`config.mk`:
```
export PLATFORM = sky130hd
export DESIGN_NAME = mesi_cache_ctrl
export DESIGN_NICKNAME = d
export VERILOG_FILES = /design/src/rtl/mesi_pkg.sv /design/src/rtl/mesi_line_store.sv /design/src/rtl/mesi_snoop_unit.sv /design/src/rtl/mesi_cache_ctrl.sv
export SDC_FILE = /design/constraint.sdc
export NUM_CORES = 1
export LEC_CHECK = 0
export ABC_AREA = 1
export BUFFER_PORTS_ARGS = -buffer_cell sky130_fd_sc_hd__buf_2
export CORE_MARGIN = 2
export CORE_UTILIZATION = 55
export DETAILED_ROUTE_END_ITERATION = 6
export GPL_ROUTABILITY_DRIVEN = 1
export PLACE_DENSITY = 0.82
export SLEW_MARGIN = 40
export SYNTH_ARGS = -nofsm -noshare
export SYNTH_HDL_FRONTEND = slang
export SYNTH_SLANG_ARGS = --single-unit
```
`constraint.sdc`:
```
create_clock -name clk -period 8.6 [get_ports clk]
set_input_delay 1.72 -clock clk [delete_from_list [all_inputs] [get_ports clk]]
set_output_delay 1.72 -clock clk [all_outputs]
set_load 0.05 [all_outputs]
```
`src/rtl/mesi_pkg.sv`:
```
package mesi_pkg;

    typedef enum logic [1:0] {
        LS_INV = 2'd0,
        LS_SHR = 2'd1,
        LS_EXC = 2'd2,
        LS_MOD = 2'd3
    } line_st_e;

    typedef enum logic [2:0] {
        BC_NONE  = 3'd0,
        BC_READ  = 3'd1,
        BC_READX = 3'd2,
        BC_UPGR  = 3'd3,
        BC_WBACK = 3'd4
    } bus_cmd_e;

    typedef enum logic [1:0] {
        CS_IDLE  = 2'd0,
        CS_WBACK = 2'd1,
        CS_FETCH = 2'd2
    } ctl_st_e;

    typedef struct packed {
        logic     hit;
        logic     shared;
        logic     flush;
        line_st_e next;
    } snoop_act_t;

    function automatic logic holds_write(line_st_e s);
        return (s == LS_EXC) || (s == LS_MOD);
    endfunction

    function automatic logic is_valid(line_st_e s);
        return s != LS_INV;
    endfunction

endpackage

```
`src/rtl/mesi_line_store.sv`:
```
module mesi_line_store
    import mesi_pkg::*;
#(
    parameter int NUM_LINES = 4,
    parameter int TAG_W     = 6,
    parameter int DATA_W    = 8,
    localparam int IDX_W    = $clog2(NUM_LINES)
) (
    input  logic              clk,
    input  logic              rst,
    input  logic [IDX_W-1:0]  a_idx,
    output line_st_e          a_state,
    output logic [TAG_W-1:0]  a_tag,
    output logic [DATA_W-1:0] a_data,
    input  logic [IDX_W-1:0]  b_idx,
    output line_st_e          b_state,
    output logic [TAG_W-1:0]  b_tag,
    output logic [DATA_W-1:0] b_data,
    input  logic              wr_en,
    input  logic [IDX_W-1:0]  wr_idx,
    input  line_st_e          wr_state,
    input  logic              wr_fill,
    input  logic [TAG_W-1:0]  wr_tag,
    input  logic [DATA_W-1:0] wr_data
);

    line_st_e          st_q   [NUM_LINES];
    logic [TAG_W-1:0]  tag_q  [NUM_LINES];
    logic [DATA_W-1:0] data_q [NUM_LINES];

    always_ff @(posedge clk) begin
        if (rst) begin
            for (int k = 0; k < NUM_LINES; k++) st_q[k] <= LS_INV;
        end else if (wr_en) begin
            st_q[wr_idx] <= wr_state;
        end
    end

    always_ff @(posedge clk) begin
        if (wr_en && wr_fill) begin
            tag_q[wr_idx]  <= wr_tag;
            data_q[wr_idx] <= wr_data;
        end
    end

    assign a_state = st_q[a_idx];
    assign a_tag   = tag_q[a_idx];
    assign a_data  = data_q[a_idx];
    assign b_state = st_q[b_idx];
    assign b_tag   = tag_q[b_idx];
    assign b_data  = data_q[b_idx];

endmodule

```
`src/rtl/mesi_snoop_unit.sv`:
```
module mesi_snoop_unit
    import mesi_pkg::*;
#(
    parameter int TAG_W = 6
) (
    input  logic             snoop_valid,
    input  bus_cmd_e         snoop_cmd,
    input  logic [TAG_W-1:0] snoop_tag,
    input  line_st_e         line_state,
    input  logic [TAG_W-1:0] line_tag,
    output snoop_act_t       act
);

    logic match;

    assign match = snoop_valid && is_valid(line_state) && (line_tag == snoop_tag);

    always_comb begin
        act      = '0;
        act.next = line_state;
        if (match) begin
            case (snoop_cmd)
                BC_READ: begin
                    act.hit    = 1'b1;
                    act.shared = 1'b1;
                    act.flush  = (line_state == LS_MOD);
                    act.next   = LS_SHR;
                end
                BC_READX, BC_UPGR: begin
                    act.hit   = 1'b1;
                    act.flush = (line_state == LS_MOD);
                    act.next  = LS_INV;
                end
                default: ;
            endcase
        end
    end

endmodule

```
`src/rtl/mesi_cache_ctrl.sv`:
```
module mesi_cache_ctrl
    import mesi_pkg::*;
#(
    parameter int ADDR_W    = 8,
    parameter int DATA_W    = 8,
    parameter int NUM_LINES = 4
) (
    input  logic              clk,
    input  logic              rst,
    input  logic              cpu_req_valid,
    output logic              cpu_req_ready,
    input  logic              cpu_req_we,
    input  logic [ADDR_W-1:0] cpu_req_addr,
    input  logic [DATA_W-1:0] cpu_req_wdata,
    output logic              cpu_resp_valid,
    output logic [DATA_W-1:0] cpu_resp_rdata,
    output logic              bus_req,
    input  logic              bus_gnt,
    output logic [2:0]        bus_cmd,
    output logic [ADDR_W-1:0] bus_addr,
    output logic [DATA_W-1:0] bus_wdata,
    input  logic [DATA_W-1:0] bus_rdata,
    input  logic              bus_shared_in,
    input  logic              snoop_valid,
    input  logic [2:0]        snoop_cmd,
    input  logic [ADDR_W-1:0] snoop_addr,
    output logic              snoop_shared_out,
    output logic              snoop_flush,
    output logic [DATA_W-1:0] snoop_data
);

    localparam int IDX_W = $clog2(NUM_LINES);
    localparam int TAG_W = ADDR_W - IDX_W;

    ctl_st_e           ctl_q;
    logic              req_we_q;
    logic [ADDR_W-1:0] req_addr_q;
    logic [DATA_W-1:0] req_wdata_q;
    logic              resp_valid_q;
    logic [DATA_W-1:0] resp_data_q;

    logic [ADDR_W-1:0] cur_addr;
    logic [IDX_W-1:0]  a_idx, b_idx, wr_idx;
    logic [TAG_W-1:0]  cur_tag, a_tag, b_tag, wr_tag;
    logic [DATA_W-1:0] a_data, b_data, wr_data;
    line_st_e          a_state, b_state, wr_state;
    logic              wr_en, wr_fill;
    logic              a_hit, accept, local_done, wb_live, granted;
    bus_cmd_e          cmd_e, fetch_cmd;
    snoop_act_t        snp;

    // Port A follows the processor address while idle, the held request otherwise.
    assign cur_addr = (ctl_q == CS_IDLE) ? cpu_req_addr : req_addr_q;
    assign a_idx    = cur_addr[IDX_W-1:0];
    assign cur_tag  = cur_addr[ADDR_W-1:IDX_W];
    assign b_idx    = snoop_addr[IDX_W-1:0];

    mesi_line_store #(
        .NUM_LINES(NUM_LINES),
        .TAG_W    (TAG_W),
        .DATA_W   (DATA_W)
    ) lines_i (
        .clk     (clk),
        .rst     (rst),
        .a_idx   (a_idx),
        .a_state (a_state),
        .a_tag   (a_tag),
        .a_data  (a_data),
        .b_idx   (b_idx),
        .b_state (b_state),
        .b_tag   (b_tag),
        .b_data  (b_data),
        .wr_en   (wr_en),
        .wr_idx  (wr_idx),
        .wr_state(wr_state),
        .wr_fill (wr_fill),
        .wr_tag  (wr_tag),
        .wr_data (wr_data)
    );

    mesi_snoop_unit #(
        .TAG_W(TAG_W)
    ) snoop_i (
        .snoop_valid(snoop_valid),
        .snoop_cmd  (bus_cmd_e'(snoop_cmd)),
        .snoop_tag  (snoop_addr[ADDR_W-1:IDX_W]),
        .line_state (b_state),
        .line_tag   (b_tag),
        .act        (snp)
    );

    assign snoop_shared_out = snp.shared;
    assign snoop_flush      = snp.flush;
    assign snoop_data       = b_data;

    // Processor side: snoops win the cycle, so no request is taken alongside one.
    assign a_hit         = is_valid(a_state) && (a_tag == cur_tag);
    assign cpu_req_ready = (ctl_q == CS_IDLE) && !snoop_valid;
    assign accept        = cpu_req_ready && cpu_req_valid;
    assign local_done    = a_hit && (!cpu_req_we || holds_write(a_state));

    // Bus side: the command for a pending request is re-evaluated every cycle,
    // so an upgrade whose Shared copy was snooped away turns into a read-exclusive.
    assign wb_live = (ctl_q == CS_WBACK) && (a_state == LS_MOD);

    always_comb begin
        if (!req_we_q)                                     fetch_cmd = BC_READ;
        else if (a_state == LS_SHR && a_tag == cur_tag)    fetch_cmd = BC_UPGR;
        else                                               fetch_cmd = BC_READX;
    end

    assign bus_req   = wb_live || (ctl_q == CS_FETCH);
    assign cmd_e     = wb_live ? BC_WBACK : ((ctl_q == CS_FETCH) ? fetch_cmd : BC_NONE);
    assign bus_cmd   = cmd_e;
    assign bus_addr  = wb_live ? {a_tag, a_idx} : req_addr_q;
    assign bus_wdata = wb_live ? a_data : '0;
    assign granted   = bus_req && bus_gnt;

    // Single line-store write port: snoop, then bus completion, then local store hit.
    always_comb begin
        wr_en    = 1'b0;
        wr_idx   = a_idx;
        wr_state = a_state;
        wr_fill  = 1'b0;
        wr_tag   = cur_tag;
        wr_data  = req_wdata_q;
        if (snp.hit) begin
            wr_en    = 1'b1;
            wr_idx   = b_idx;
            wr_state = snp.next;
        end else if (granted) begin
            wr_en = 1'b1;
            case (cmd_e)
                BC_WBACK: wr_state = LS_INV;
                BC_READ: begin
                    wr_state = bus_shared_in ? LS_SHR : LS_EXC;
                    wr_fill  = 1'b1;
                    wr_data  = bus_rdata;
                end
                default: begin
                    wr_state = LS_MOD;
                    wr_fill  = 1'b1;
                end
            endcase
        end else if (accept && cpu_req_we && local_done) begin
            wr_en    = 1'b1;
            wr_state = LS_MOD;
            wr_fill  = 1'b1;
            wr_data  = cpu_req_wdata;
        end
    end

    always_ff @(posedge clk) begin
        if (rst) begin
            ctl_q        <= CS_IDLE;
            req_we_q     <= 1'b0;
            req_addr_q   <= '0;
            req_wdata_q  <= '0;
            resp_valid_q <= 1'b0;
            resp_data_q  <= '0;
        end else begin
            resp_valid_q <= 1'b0;
            case (ctl_q)
                CS_IDLE: begin
                    if (accept) begin
                        req_we_q    <= cpu_req_we;
                        req_addr_q  <= cpu_req_addr;
                        req_wdata_q <= cpu_req_wdata;
                        if (local_done) begin
                            resp_valid_q <= 1'b1;
                            resp_data_q  <= cpu_req_we ? cpu_req_wdata : a_data;
                        end else if (!a_hit && a_state == LS_MOD) begin
                            ctl_q <= CS_WBACK;
                        end else begin
                            ctl_q <= CS_FETCH;
                        end
                    end
                end
                CS_WBACK: begin
                    if (!wb_live || bus_gnt) ctl_q <= CS_FETCH;
                end
                CS_FETCH: begin
                    if (bus_gnt) begin
                        ctl_q        <= CS_IDLE;
                        resp_valid_q <= 1'b1;
                        resp_data_q  <= req_we_q ? req_wdata_q : bus_rdata;
                    end
                end
                default: ctl_q <= CS_IDLE;
            endcase
        end
    end

    assign cpu_resp_valid = resp_valid_q;
    assign cpu_resp_rdata = resp_data_q;

    // A store hitting an Exclusive line finishes next cycle without the bus.
    assert_silent_store_R3: assert property (@(posedge clk) disable iff (rst)
        (accept && cpu_req_we && a_hit && a_state == LS_EXC) |=> (cpu_resp_valid && !bus_req));

    // Every completed fetch or upgrade answers the processor on the next cycle.
    assert_resp_after_grant_R6: assert property (@(posedge clk) disable iff (rst)
        (granted && cmd_e != BC_WBACK) |=> cpu_resp_valid);

    // A dirty victim is never overwritten by a fetch.
    assert_no_fetch_over_dirty_R7: assert property (@(posedge clk) disable iff (rst)
        (bus_req && (cmd_e == BC_READ || cmd_e == BC_READX)) |-> (a_state != LS_MOD));

    // A snooped read to a held address always raises the shared signal.
    assert_snoop_read_shared_R8: assert property (@(posedge clk) disable iff (rst)
        (snoop_valid && snoop_cmd == 3'd1 && is_valid(b_state) &&
         b_tag == snoop_addr[ADDR_W-1:IDX_W]) |-> snoop_shared_out);

    // No new processor request while a transaction waits on the bus.
    assert_stall_on_bus_R10: assert property (@(posedge clk) disable iff (rst)
        bus_req |-> !cpu_req_ready);

endmodule

```
==> flow_summary.yaml <==
yosys:
  ys_ff_latch: 92
  syn_area_per_cell_um2: 7.47
  yosysSeqAreaShare: 0.453
  synth_area_mm2: 0.00548
  synth_area_leaders: "edfxtp_1 (35%), nand2_1 (13%), dfxtp_1 (10%)"
  yosys.area.top_type_share: 0.351
  synth_top_cell_by_area: "edfxtp_1"
  synth_cell_type_count: 35
  syn-instance-count: 734
  syn_nets: 776
  ys_warn_count: 0
grt:
  grt_max_degree: 39
  grt_usage: 0.282
  antenna_found_initial: 0
  overflow: 0
  grt_pass1_vias: 4979
  grt_pass1_wl_mm: 24.2
sta:
  fin_skew_ns: 0.0115
  fin_setup_tns_ns: 0
  slew_headroom: 0.442
  post-route-period-util: 0.716
  slew_viol_final: 0
  fin_crit_ns: 6.16
  hold_viol: 0
  setup_viol: 0
  worst_slew_pin_slew_ns: 0.828
  rsz0062_at_grt: "false"
  fmax_mhz: 162
placed_design:
  place_hpwl_mm: 10.6
  place_inst: 917
  io_buffer_count: 81
  place_congestion: 0.901
clock_tree:
  clock-sinks: 92
  clk_path_buf_depth: 2
  path_clk_slew_ns: 0.09
  cts_setup_buffers: 0
  htreeDepth: 3
  cts_hold_buffers: 0
  clock_latency_ns: 0.38
  cts_made_buffers: 9
  cts_tree: "yes"
  cts_resized: 0
  cts_root_buffer: "clkbuf_8"
finish:
  fin_cells: 933
  area_growth_pct: 11.6
  drive_gt1_frac: 0.169
  final_common_cell: "nand2_1"
  antennaDiodeCount: 0
  layout_common_cells: "nand2_1 (197), inv_1 (95), buf_2 (81), o21ai_0 (75), nand3_1 (68)"
  nets: 837
detailed_routing:
  via_per_inst: 5.66
  drt_iter0_markers: 487
  totalWireLength_mm: 15.3
  via_count: 5278
  ant_nets: 0
  dr.pass1.iters: 5
  drc_errors: 0
  wl_per_cell_um: 16.4
worst_setup_path:
  startpoint_type: "input port"
  criticalPathCategory: "input port to output pin"
  crit_arrival_ns: 4.44
  crit_chain: "buf_2 -> inv_2 -> nand2_1 -> nand3_1 -> nand2_1 -> or2_2 -> nand2_1 -> nor2_1 -> nand2_1 -> nor2_2 -> nand2_1 -> nor3_1 -> buf_2"
  cp_common_cell: "nand2_1"
  critPathTopFamily: "simple AND/OR/NAND/NOR gates"
  endpoint_kind: "output pin"
  worst-path-buf-inv: 3
  slowest_delay_ns: 0.54
  cpMaxStageDelayCell: "buf_2"
  worstPathMaxFanout: 38
  worst_ep_required_time_ns: 6.88
floorplanning:
  die-area_mm2: 0.0108
  pin_count: 82
  die_x_um: 104
  initial_core_util: 0.563
  rows: 36
  fp.dieH_um: 104
  core_mm2: 0.00973
status:
  status: "completed"
power:
  p_sw_mw: 0.731
  swShare: 0.459
  power.density_mw_per_mm2: 260
  power_frac_seq: 0.351
  p_comb_frac: 0.459
  intPower_mw: 0.862
  p_leak_nw: 2.77
  max-vdd-ir-drop_mv: 0.151
  clockPowerShare: 0.191
job:
  drv_cap: 0
hold_path:
  hp-class: "flop to flop"
-- power by group through the flow --
| stage | combinational (mW) | sequential (mW) | clock (mW) |
|---|---|---|---|
| global placement | 0.691 | 0.566 | 0 |
| floorplan | 0.533 | 0.585 | 0 |
| CTS | 0.721 | 0.558 | 0.304 |
| finish | 0.731 | 0.559 | 0.304 |
| detailed placement | 0.716 | 0.568 | 0 |
| global route | 0.802 | 0.563 | 0.320 |
-- path summary, 6_finish.rpt --
path                 startpoint                   end  slack [ns]  cells after the start
hold reg to reg   req_addr_q[2]         req_addr_q[2]        0.48                      2
hold / removal    req_addr_q[2]         req_addr_q[2]        0.48                      2
setup / recovery  snoop_addr[0]           snoop_flush        2.44                     13
setup reg to reg       ctl_q[0]  lines_i.data_q[3][6]        4.94                     11
-- flip-flops by register name, summed over array words and instances (netlist names) --
name / flops
lines_i.data_q: 32
req_we_q: 1
req_addr_q: 8
cpu_resp_valid: 1
req_wdata_q: 8
lines_i.tag_q: 24
lines_i.st_q: 8
cpu_resp_rdata: 8
ctl_q: 2
-- routing by layer --
metal	routed length, µm	vias up	global-route usage
met4	358	0	0.114
met1	6170	2407	0.360
li1	-	2537	-
met5	0	-	0
met2	7340	300	0.483
met3	1480	34	0.0378
-- cells in the mapped netlist (all sizes together) --
cell type,count
a21oi,36
a32oi,8
and3,1
buf,19
clkbuf,17
clkinv,1
dfxtp,28
edfxtp,64
inv,99
nand2,209
nand3,69
nand3b,1
nand4,4
nor2,62
nor3,4
o211ai,11
o21ai,87
o22ai,9
or2,1
xnor2,1
xor2,3
-- stage by stage --
| stage | worst slack [ns] | power (mW) | hold slack, ns | cell area (µm²) | util |
|---|---|---|---|---|---|
| floorplan | 2.80 | 1.12 | 0.440 | 5480 | - |
| global placement | 2.42 | 1.26 | 0.455 | 5900 | 0.606 |
| detailed placement | 2.54 | 1.28 | 0.465 | 5920 | 0.608 |
| CTS | 2.54 | 1.58 | 0.479 | 6120 | 0.629 |
| global route | 2.25 | 1.68 | 0.501 | 6120 | 0.629 |
| finish | 2.44 | 1.59 | 0.479 | 6120 | 0.629 |
-- logic make-up after synthesis --
| kind of cell | share of synthesized area |
|---|---|
| simple gates | 0.284 |
| compound gates | 0.153 |
| buf+inv | 0.104 |
| flops | 0.453 |
| xor+xnor | 0.00639 |
-- worst min-delay path, cell delays in order (launching register included) --
cell and delay [ns]:
dfxtp_1 0.31, inv_1 0.07, a21oi_1 0.06
-- area by class of cell --
cell class                      count  area (µm²)
Fill cell                         848        3610
Sequential cell                    92        2480
Multi-Input combinational cell    506        2450
Timing Repair Buffer               86         443
Inverter                          100         375
Tap cell                          133         166
Clock buffer                       10         128
Clock inverter                      6        71.3
Note: power is estimated with default switching activity, not from simulation.
